[src/rtl/uft_pkg.sv]
// Package: shared control-register layout and trigger-code decoding for the
// UART FIFO trigger controller. Assumes 2-bit trigger codes.
package uft_pkg;

    // Stored control fields (flush bits are not stored).
    typedef struct packed {
        logic [1:0] rx_code;
        logic [1:0] tx_code;
        logic       dma;
        logic       en;
    } uft_cfg_t;

    // Maps a 2-bit trigger code onto a level; code 0 always means 1.
    function automatic int unsigned code_to_level(input logic [1:0] code,
                                                  input int unsigned lvl1,
                                                  input int unsigned lvl2,
                                                  input int unsigned lvl3);
        case (code)
            2'd1:    return lvl1;
            2'd2:    return lvl2;
            2'd3:    return lvl3;
            default: return 1;
        endcase
    endfunction

endpackage

[src/rtl/uft_fifo.sv]
// Module: circular character queue with occupancy count and sticky overflow.
// Assumes: one push and one pop per cycle at most; clr has priority over both;
// the storage array is not reset, only pointers, count and flag are.
module uft_fifo #(
    parameter int DATA_W = 8,
    parameter int DEPTH  = 128,
    localparam int PTR_W = (DEPTH > 1) ? $clog2(DEPTH) : 1,
    localparam int CNT_W = $clog2(DEPTH + 1)
) (
    input  logic              clk,
    input  logic              rst_n,
    input  logic              clr,
    input  logic              push,
    input  logic [DATA_W-1:0] push_data,
    input  logic              pop,
    output logic [DATA_W-1:0] pop_data,
    output logic [CNT_W-1:0]  count,
    output logic              full,
    output logic              overflow
);

    logic [DATA_W-1:0] mem [DEPTH];
    logic [PTR_W-1:0]  wr_ptr;
    logic [PTR_W-1:0]  rd_ptr;
    logic              empty;
    logic              do_push;
    logic              do_pop;

    // Advances a pointer with wrap at DEPTH.
    function automatic logic [PTR_W-1:0] ptr_next(input logic [PTR_W-1:0] p);
        return (p == PTR_W'(DEPTH - 1)) ? '0 : p + PTR_W'(1);
    endfunction

    // Qualifies the strobes against occupancy and the flush.
    always_comb begin
        empty   = (count == '0);
        full    = (count == CNT_W'(DEPTH));
        do_push = push && !full && !clr;
        do_pop  = pop && !empty && !clr;
    end

    // Stores an accepted character at the write pointer.
    always_ff @(posedge clk) begin
        if (do_push) begin
            mem[wr_ptr] <= push_data;
        end
    end

    // Moves pointers and occupancy.
    always_ff @(posedge clk) begin
        if (!rst_n || clr) begin
            wr_ptr <= '0;
            rd_ptr <= '0;
            count  <= '0;
        end else begin
            if (do_push) wr_ptr <= ptr_next(wr_ptr);
            if (do_pop)  rd_ptr <= ptr_next(rd_ptr);
            if (do_push && !do_pop)      count <= count + CNT_W'(1);
            else if (do_pop && !do_push) count <= count - CNT_W'(1);
        end
    end

    // Records a dropped write until the next flush.
    always_ff @(posedge clk) begin
        if (!rst_n || clr) overflow <= 1'b0;
        else if (push && full) overflow <= 1'b1;
    end

    // Presents the head character, or zero when empty.
    assign pop_data = empty ? '0 : mem[rd_ptr];

endmodule

[src/rtl/uft_ctrl.sv]
// Module: FIFO control register. Decodes writes into stored fields, flush
// pulses and effective trigger levels. Assumes flush pulses act in the
// write cycle, so the flush bits never need storage and read back as 0.
module uft_ctrl
    import uft_pkg::*;
#(
    parameter int DEPTH    = 128,
    parameter int TX_LVL_1 = 32,
    parameter int TX_LVL_2 = 64,
    parameter int TX_LVL_3 = 112,
    parameter int RX_LVL_1 = 32,
    parameter int RX_LVL_2 = 64,
    parameter int RX_LVL_3 = 120,
    localparam int CNT_W   = $clog2(DEPTH + 1)
) (
    input  logic             clk,
    input  logic             rst_n,
    input  logic             wr,
    input  logic [7:0]       wdata,
    input  logic             feat_en,
    output uft_cfg_t         cfg,
    output logic             tx_clr,
    output logic             rx_clr,
    output logic [CNT_W-1:0] tx_level,
    output logic [CNT_W-1:0] rx_level,
    output logic [7:0]       rdata
);

    // Updates stored fields; the transmit code needs the feature enable.
    always_ff @(posedge clk) begin
        if (!rst_n) begin
            cfg <= '0;
        end else if (wr) begin
            cfg.en      <= wdata[0];
            cfg.dma     <= wdata[3];
            cfg.rx_code <= wdata[7:6];
            if (feat_en) cfg.tx_code <= wdata[5:4];
        end
    end

    // Derives flush pulses; disabling the queues flushes both.
    always_comb begin
        tx_clr = wr && (!wdata[0] || wdata[2]);
        rx_clr = wr && (!wdata[0] || wdata[1]);
    end

    // Selects effective levels; a disabled block uses level 1.
    always_comb begin
        tx_level = cfg.en ? CNT_W'(code_to_level(cfg.tx_code, TX_LVL_1, TX_LVL_2, TX_LVL_3))
                          : CNT_W'(1);
        rx_level = cfg.en ? CNT_W'(code_to_level(cfg.rx_code, RX_LVL_1, RX_LVL_2, RX_LVL_3))
                          : CNT_W'(1);
    end

    assign rdata = {cfg.rx_code, cfg.tx_code, cfg.dma, 2'b00, cfg.en};

endmodule

[src/rtl/uft_tx_flow.sv]
// Module: transmit interrupt and transfer-ready generation from occupancy.
// Assumes count moves by at most one per cycle, so a registered armed state
// lagging one edge never misses the crossing below the level.
module uft_tx_flow #(
    parameter int DEPTH = 128,
    localparam int CNT_W = $clog2(DEPTH + 1)
) (
    input  logic             clk,
    input  logic             rst_n,
    input  logic             clr,
    input  logic [CNT_W-1:0] count,
    input  logic [CNT_W-1:0] level,
    input  logic             dma,
    input  logic             full,
    output logic             irq,
    output logic             ready
);

    logic armed;
    logic hold;
    logic below;

    assign below = (count < level);

    // Remembers whether the last refill went above the level.
    always_ff @(posedge clk) begin
        if (!rst_n || clr)      armed <= 1'b0;
        else if (count > level) armed <= 1'b1;
        else if (count == '0)   armed <= 1'b0;
    end

    // Holds the burst request from below-level until full.
    always_ff @(posedge clk) begin
        if (!rst_n) hold <= 1'b0;
        else        hold <= !full && (hold || below);
    end

    // Chooses the interrupt rule and the ready mode.
    always_comb begin
        irq   = armed ? below : (count == '0);
        ready = dma ? (!full && (hold || below)) : !full;
    end

endmodule

[src/rtl/uft_rx_flow.sv]
// Module: receive interrupt and transfer-ready generation from occupancy.
// Assumes the timeout input is only meaningful with a non-empty queue.
module uft_rx_flow #(
    parameter int DEPTH = 128,
    localparam int CNT_W = $clog2(DEPTH + 1)
) (
    input  logic             clk,
    input  logic             rst_n,
    input  logic [CNT_W-1:0] count,
    input  logic [CNT_W-1:0] level,
    input  logic             dma,
    input  logic             timeout,
    output logic             irq,
    output logic             ready
);

    logic hold;
    logic nonempty;
    logic start;

    // Computes occupancy conditions.
    always_comb begin
        nonempty = (count != '0);
        irq      = (count >= level);
        start    = irq || (timeout && nonempty);
    end

    // Holds the burst request until the queue drains.
    always_ff @(posedge clk) begin
        if (!rst_n) hold <= 1'b0;
        else        hold <= nonempty && (hold || start);
    end

    // Selects plain or burst ready behaviour.
    assign ready = dma ? (nonempty && (hold || start)) : nonempty;

endmodule

[src/rtl/uart_fifo_trig_ctrl.sv]
// Module: top of the UART FIFO trigger controller. Ties the control register
// to two queues and their interrupt and ready logic. Assumes the host and
// serial strobes are single-cycle and synchronous to clk.
module uart_fifo_trig_ctrl
    import uft_pkg::*;
#(
    parameter int DATA_W   = 8,
    parameter int DEPTH    = 128,
    parameter int TX_LVL_1 = 32,
    parameter int TX_LVL_2 = 64,
    parameter int TX_LVL_3 = 112,
    parameter int RX_LVL_1 = 32,
    parameter int RX_LVL_2 = 64,
    parameter int RX_LVL_3 = 120,
    localparam int CNT_W   = $clog2(DEPTH + 1)
) (
    input  logic              clk,
    input  logic              rst_n,
    input  logic              fcr_wr,
    input  logic [7:0]        fcr_wdata,
    input  logic              feat_en,
    output logic [7:0]        fcr_rdata,
    input  logic              tx_wr,
    input  logic [DATA_W-1:0] tx_wdata,
    input  logic              tx_pop,
    output logic [DATA_W-1:0] tx_pop_data,
    output logic [CNT_W-1:0]  tx_count,
    output logic              tx_overflow,
    output logic              tx_level_irq,
    output logic              tx_ready,
    input  logic              rx_push,
    input  logic [DATA_W-1:0] rx_push_data,
    input  logic              rx_rd,
    output logic [DATA_W-1:0] rx_rdata,
    output logic [CNT_W-1:0]  rx_count,
    output logic              rx_overflow,
    output logic              rx_level_irq,
    output logic              rx_ready,
    input  logic              rx_timeout
);

    uft_cfg_t         cfg;
    logic             tx_clr;
    logic             rx_clr;
    logic [CNT_W-1:0] tx_level;
    logic [CNT_W-1:0] rx_level;
    logic             tx_full;
    logic             rx_full;

    uft_ctrl #(
        .DEPTH(DEPTH),
        .TX_LVL_1(TX_LVL_1), .TX_LVL_2(TX_LVL_2), .TX_LVL_3(TX_LVL_3),
        .RX_LVL_1(RX_LVL_1), .RX_LVL_2(RX_LVL_2), .RX_LVL_3(RX_LVL_3)
    ) u_ctrl (
        .clk(clk), .rst_n(rst_n), .wr(fcr_wr), .wdata(fcr_wdata),
        .feat_en(feat_en), .cfg(cfg), .tx_clr(tx_clr), .rx_clr(rx_clr),
        .tx_level(tx_level), .rx_level(rx_level), .rdata(fcr_rdata)
    );

    uft_fifo #(.DATA_W(DATA_W), .DEPTH(DEPTH)) u_tx_fifo (
        .clk(clk), .rst_n(rst_n), .clr(tx_clr),
        .push(tx_wr), .push_data(tx_wdata),
        .pop(tx_pop), .pop_data(tx_pop_data),
        .count(tx_count), .full(tx_full), .overflow(tx_overflow)
    );

    uft_fifo #(.DATA_W(DATA_W), .DEPTH(DEPTH)) u_rx_fifo (
        .clk(clk), .rst_n(rst_n), .clr(rx_clr),
        .push(rx_push), .push_data(rx_push_data),
        .pop(rx_rd), .pop_data(rx_rdata),
        .count(rx_count), .full(rx_full), .overflow(rx_overflow)
    );

    uft_tx_flow #(.DEPTH(DEPTH)) u_tx_flow (
        .clk(clk), .rst_n(rst_n), .clr(tx_clr),
        .count(tx_count), .level(tx_level), .dma(cfg.dma), .full(tx_full),
        .irq(tx_level_irq), .ready(tx_ready)
    );

    uft_rx_flow #(.DEPTH(DEPTH)) u_rx_flow (
        .clk(clk), .rst_n(rst_n),
        .count(rx_count), .level(rx_level), .dma(cfg.dma), .timeout(rx_timeout),
        .irq(rx_level_irq), .ready(rx_ready)
    );

    // The receive full flag has no consumer at this level; it only feeds the queue.
    logic unused_rx_full;
    assign unused_rx_full = rx_full;

endmodule

[config.mk]
export PLATFORM = sky130hd
export DESIGN_NAME = uart_fifo_trig_ctrl
export DESIGN_NICKNAME = d
export VERILOG_FILES = /design/src/rtl/uft_pkg.sv /design/src/rtl/uft_fifo.sv /design/src/rtl/uft_ctrl.sv /design/src/rtl/uft_tx_flow.sv /design/src/rtl/uft_rx_flow.sv /design/src/rtl/uart_fifo_trig_ctrl.sv
export SDC_FILE = /design/constraint.sdc
export NUM_CORES = 2
export LEC_CHECK = 0
export BUFFER_PORTS_ARGS = -buffer_cell sky130_fd_sc_hd__buf_2
export CAP_MARGIN = 5
export CORE_MARGIN = 2
export CORE_UTILIZATION = 60
export CTS_CLUSTER_SIZE = 12
export DETAILED_ROUTE_END_ITERATION = 8
export PLACE_DENSITY_LB_ADDON = 0.12
export SYNTH_ARGS = -nofsm -noshare
export SYNTH_HDL_FRONTEND = slang
export SYNTH_HIERARCHICAL = 1
export SYNTH_SLANG_ARGS = --single-unit
[constraint.sdc]
create_clock -name clk -period 4.2 [get_ports clk]
set_input_delay 0.84 -clock clk [delete_from_list [all_inputs] [get_ports clk]]
set_output_delay 0.84 -clock clk [all_outputs]
set_load 0.01 [all_outputs]
==> impl_metrics.tcl <==
set metrics [dict create \
    outcome "finished with violations" \
    violations "negative setup slack" \
    ys_seq_elements 2117 \
    start_util 0.603 \
    avgSynthCellArea_um2 18.7 \
    max_stage_delay_ns 0.41 \
    whs_ns 0.285 \
    startpoint_type "register" \
    cp_common_cell "buf_4" \
    grt_overflow_total 0 \
    synthFlopType "edfxtp_1" \
    crit_buf_inv 3 \
    final.setup.worst_slack_ns -0.237 \
    ant_nets 0 \
    die_h_um 378 \
    cp_max_fo 11 \
    multiInputGateArea_um2 20900 \
    slew_headroom 0.214 \
    async_flop_share 0 \
    setup_tns_ns -1.04 \
    final_max_slew_viol_count 0 \
    worst_setup_path_end_kind "output pin" \
    syn_area_um2 84000 \
    wl_per_cell_um 28.6 \
    cts_tree "built" \
    netlist.area_leader.share 0.733 \
    fmax_mhz 225 \
    numPortBuffers 76 \
    grt_pass1_wl_um 288000 \
    fp.dieW_um 378 \
    worstSetupPathType "register to output pin" \
    firstDrtPassIters 6 \
    synth_cell_types 81 \
    cts_buffer_depth 3 \
    vias 44300 \
    cts.clk_slew.worst_paths_ns 0.06 \
    io_pins 79 \
    cts.sinks 2117 \
    slowest_stage "dfxtp_1" \
    yosysWarnings 6 \
    maxCapViolations 0 \
    die_area_um2 143000 \
    cts_root_buffer "clkbuf_16" \
    p_leak_nw 30.2 \
    worstPathArrival_ns 3.60 \
    finClkSkew_ns 0.0241 \
    hpwl_um 122000 \
    route.detailed.drc 0 \
    cts_htree_levels 4 \
    vias_per_cell 6.37 \
    totalWireLength_um 199000 \
    worst_pin_slew_ns 1.18 \
    fin_area_um2 97200 \
    synth_edf_count 2048 \
    placed_area_um2 87900 \
    layout_min_cycle_time_ns 4.44 \
    yosysSeqAreaShare 0.749 \
    crit_required_ns 3.36 \
    grt_pass1_vias 43600 \
    period_share 1.06 \
    setup_violations 9 \
    drive_gt1_frac 0.251 \
    regArea_um2 62900 \
    synth.area.top_cells "edfxtp_1 73%, mux4_2 8.7%, mux2i_1 5.1%" \
    synth_top_cell_by_area "edfxtp_1" \
    place_congestion 0.862 \
    drtIter0Drc 4653 \
    fillCellCount 8776 \
    area_growth_pct 15.8 \
    grt_usage 0.276 \
    crit_family "compound AO/OA/AOI/OAI gates" \
    power.density_nw_per_um2 468 \
    pre_cts_ws_ns 0.278 \
    synthCells 4486 \
    num_rows 137 \
    rsz0062_at_grt "yes" \
    cts_buffers 210 \
    holdCritPathClass "input port to register" \
    hold_violations 0 \
    peakVddDrop_mv 0.437 \
    clk-insertion-delay-late_ns 0.82 \
    utilization 0.699 \
    nets 5004 \
    grt_max_degree 129 \
    core_um2 139000 \
    cts_hold_buf 0 \
    path_cells "buf_4, and3b_2, and2_2, a22o_1, a2111oi_4, a41oi_2, buf_4, a211o_1, buf_2" \
    antenna_found_initial 0 \
]
[placed cells by master, fill, tap and decap left out, types with 10 or more instances in the layout]
cell and n:
mux2i_1 413, buf_12 58, and2_1 13, a22oi_2 15, nor2_1 329, a22o_1 29, nor3_1 18, and3_1 15
mux2i_4 10, buf_2 53, edfxtp_1 2048, clkbuf_1 71, clkinv_2 15, xor2_1 15, buf_4 302, buf_6 37
a22oi_1 150, ha_1 37, dfxtp_1 59, nor2b_1 32, nor4_4 11, a21oi_1 42, a21oi_2 10, nand3_1 142
o21a_1 11, nand2_1 122, mux4_2 327, o22ai_1 10, o21ai_0 19, nand3_2 20, clkbuf_16 217, o211ai_1 15
buf_16 11, buf_8 11, nand4_1 34, clkinv_1 36, inv_1 33
[cell type report]
class	instances	share of cell area
Antenna cell	2	0.0000515
Clock buffer	290	0.0581
Clock inverter	67	0.00470
Inverter	34	0.00131
Multi-Input combinational cell	2088	0.215
Sequential cell	2117	0.647
Tap cell	1876	0.0241
Timing Repair Buffer	481	0.0496
[synthesized netlist by cell type (all sizes together), types with 3 or more instances]
cell type  instances
o221ai             4
nand2            123
edfxtp          2048
a211oi             3
buf              186
nor4              21
dfxtp             69
or3                8
nand4             34
a21boi             7
nand2b            10
and2              22
a31oi             21
o22ai             13
a32oi              9
a22o              36
a221oi            14
and3b              8
ha                37
mux2              12
xor2              15
nor2             335
mux2i            430
nor3b              8
clkbuf            70
nand3            163
mux4             328
a22oi            165
a21oi             59
xnor2              9
o31ai              3
nand3b             4
o211ai            15
a2111oi            6
nor3              20
o21a              11
and3              22
o21ai             29
a211o              4
inv               34
a41oi              4
nor2b             41
[per-layer routing]
| layer | vias to the layer above | share of wire | GRT usage |
|---|---|---|---|
| li1 | 19000 | - | - |
| met1 | 22900 | 0.39 | 0.380 |
| met2 | 1956 | 0.50 | 0.455 |
| met3 | 390 | 0.072 | 0.0399 |
| met4 | 0 | 0.037 | 0.0984 |
| met5 | - | 0 | 0 |
[registers in the layout, indices dropped and copies added (netlist names), 6 cells and up, named ones only]
| signal | cells |
|---|---|
| u_rx_fifo/count | 8 |
| u_tx_fifo/wr_ptr | 7 |
| u_ctrl/cfg | 6 |
| u_rx_fifo/wr_ptr | 7 |
| u_tx_fifo/mem | 1024 |
| u_rx_fifo/rd_ptr | 7 |
| u_rx_fifo/mem | 1024 |
| u_tx_fifo/rd_ptr | 7 |
| u_tx_fifo/count | 8 |
[logic make-up after synthesis]
logic type / Yosys count / share of synthesized area
xor+xnor: 24 / 0.00250
other cells: 1 / 0.0000447
mux: 770 / 0.141
buf+inv: 290 / 0.0183
simple gates: 830 / 0.0471
fa+ha+maj: 39 / 0.00599
flops: 2117 / 0.749
compound gates: 415 / 0.0361
[path summary, 6_finish.rpt]
kind                 startpoint                 end  slack [ns]  cells after the start
min reg2reg  u_rx_fifo/overflow  u_rx_fifo/overflow        0.48                      2
min                fcr_wdata[5]       u_ctrl/cfg[3]        0.28                      3
max reg2reg  u_tx_fifo/count[5]  u_tx_fifo/count[7]        0.57                     12
max                    register         rx_rdata[3]       -0.24                      9
[report_power, final]
group	leakage [nW]	internal [mW]	total [mW]	switching [mW]
clock network	2.96	9.34	16.9	7.59
logic	8.22	2.42	5.16	2.74
registers	19.0	23.2	23.4	0.133
total	30.2	35.0	45.5	10.5
[tightest hold or removal path: cells and delay by family]
family,cells,cell delay [ns]
buf+inv,1,0.08
compound gates,1,0.06
simple gates,1,0.09
[repair_timing]
item | CTS | global route
pin swaps | 31 | 75
resized for setup | 169 | 175
setup buffers | 51 | 81
setup endpoints to repair | 16 | 16
cloned | 7 | 7
[per-stage QoR]
| stage | total power [mW] | instances |
|---|---|---|
| after CTS | 45.2 | 6868 |
| after global placement | 28.0 | 6453 |
| after global routing | 46.9 | 6953 |
| after detailed placement | 28.0 | 6453 |
| final | 45.5 | 6955 |
| after floorplan | 26.5 | 4494 |
Note: power is estimated with default switching activity, not from simulation.
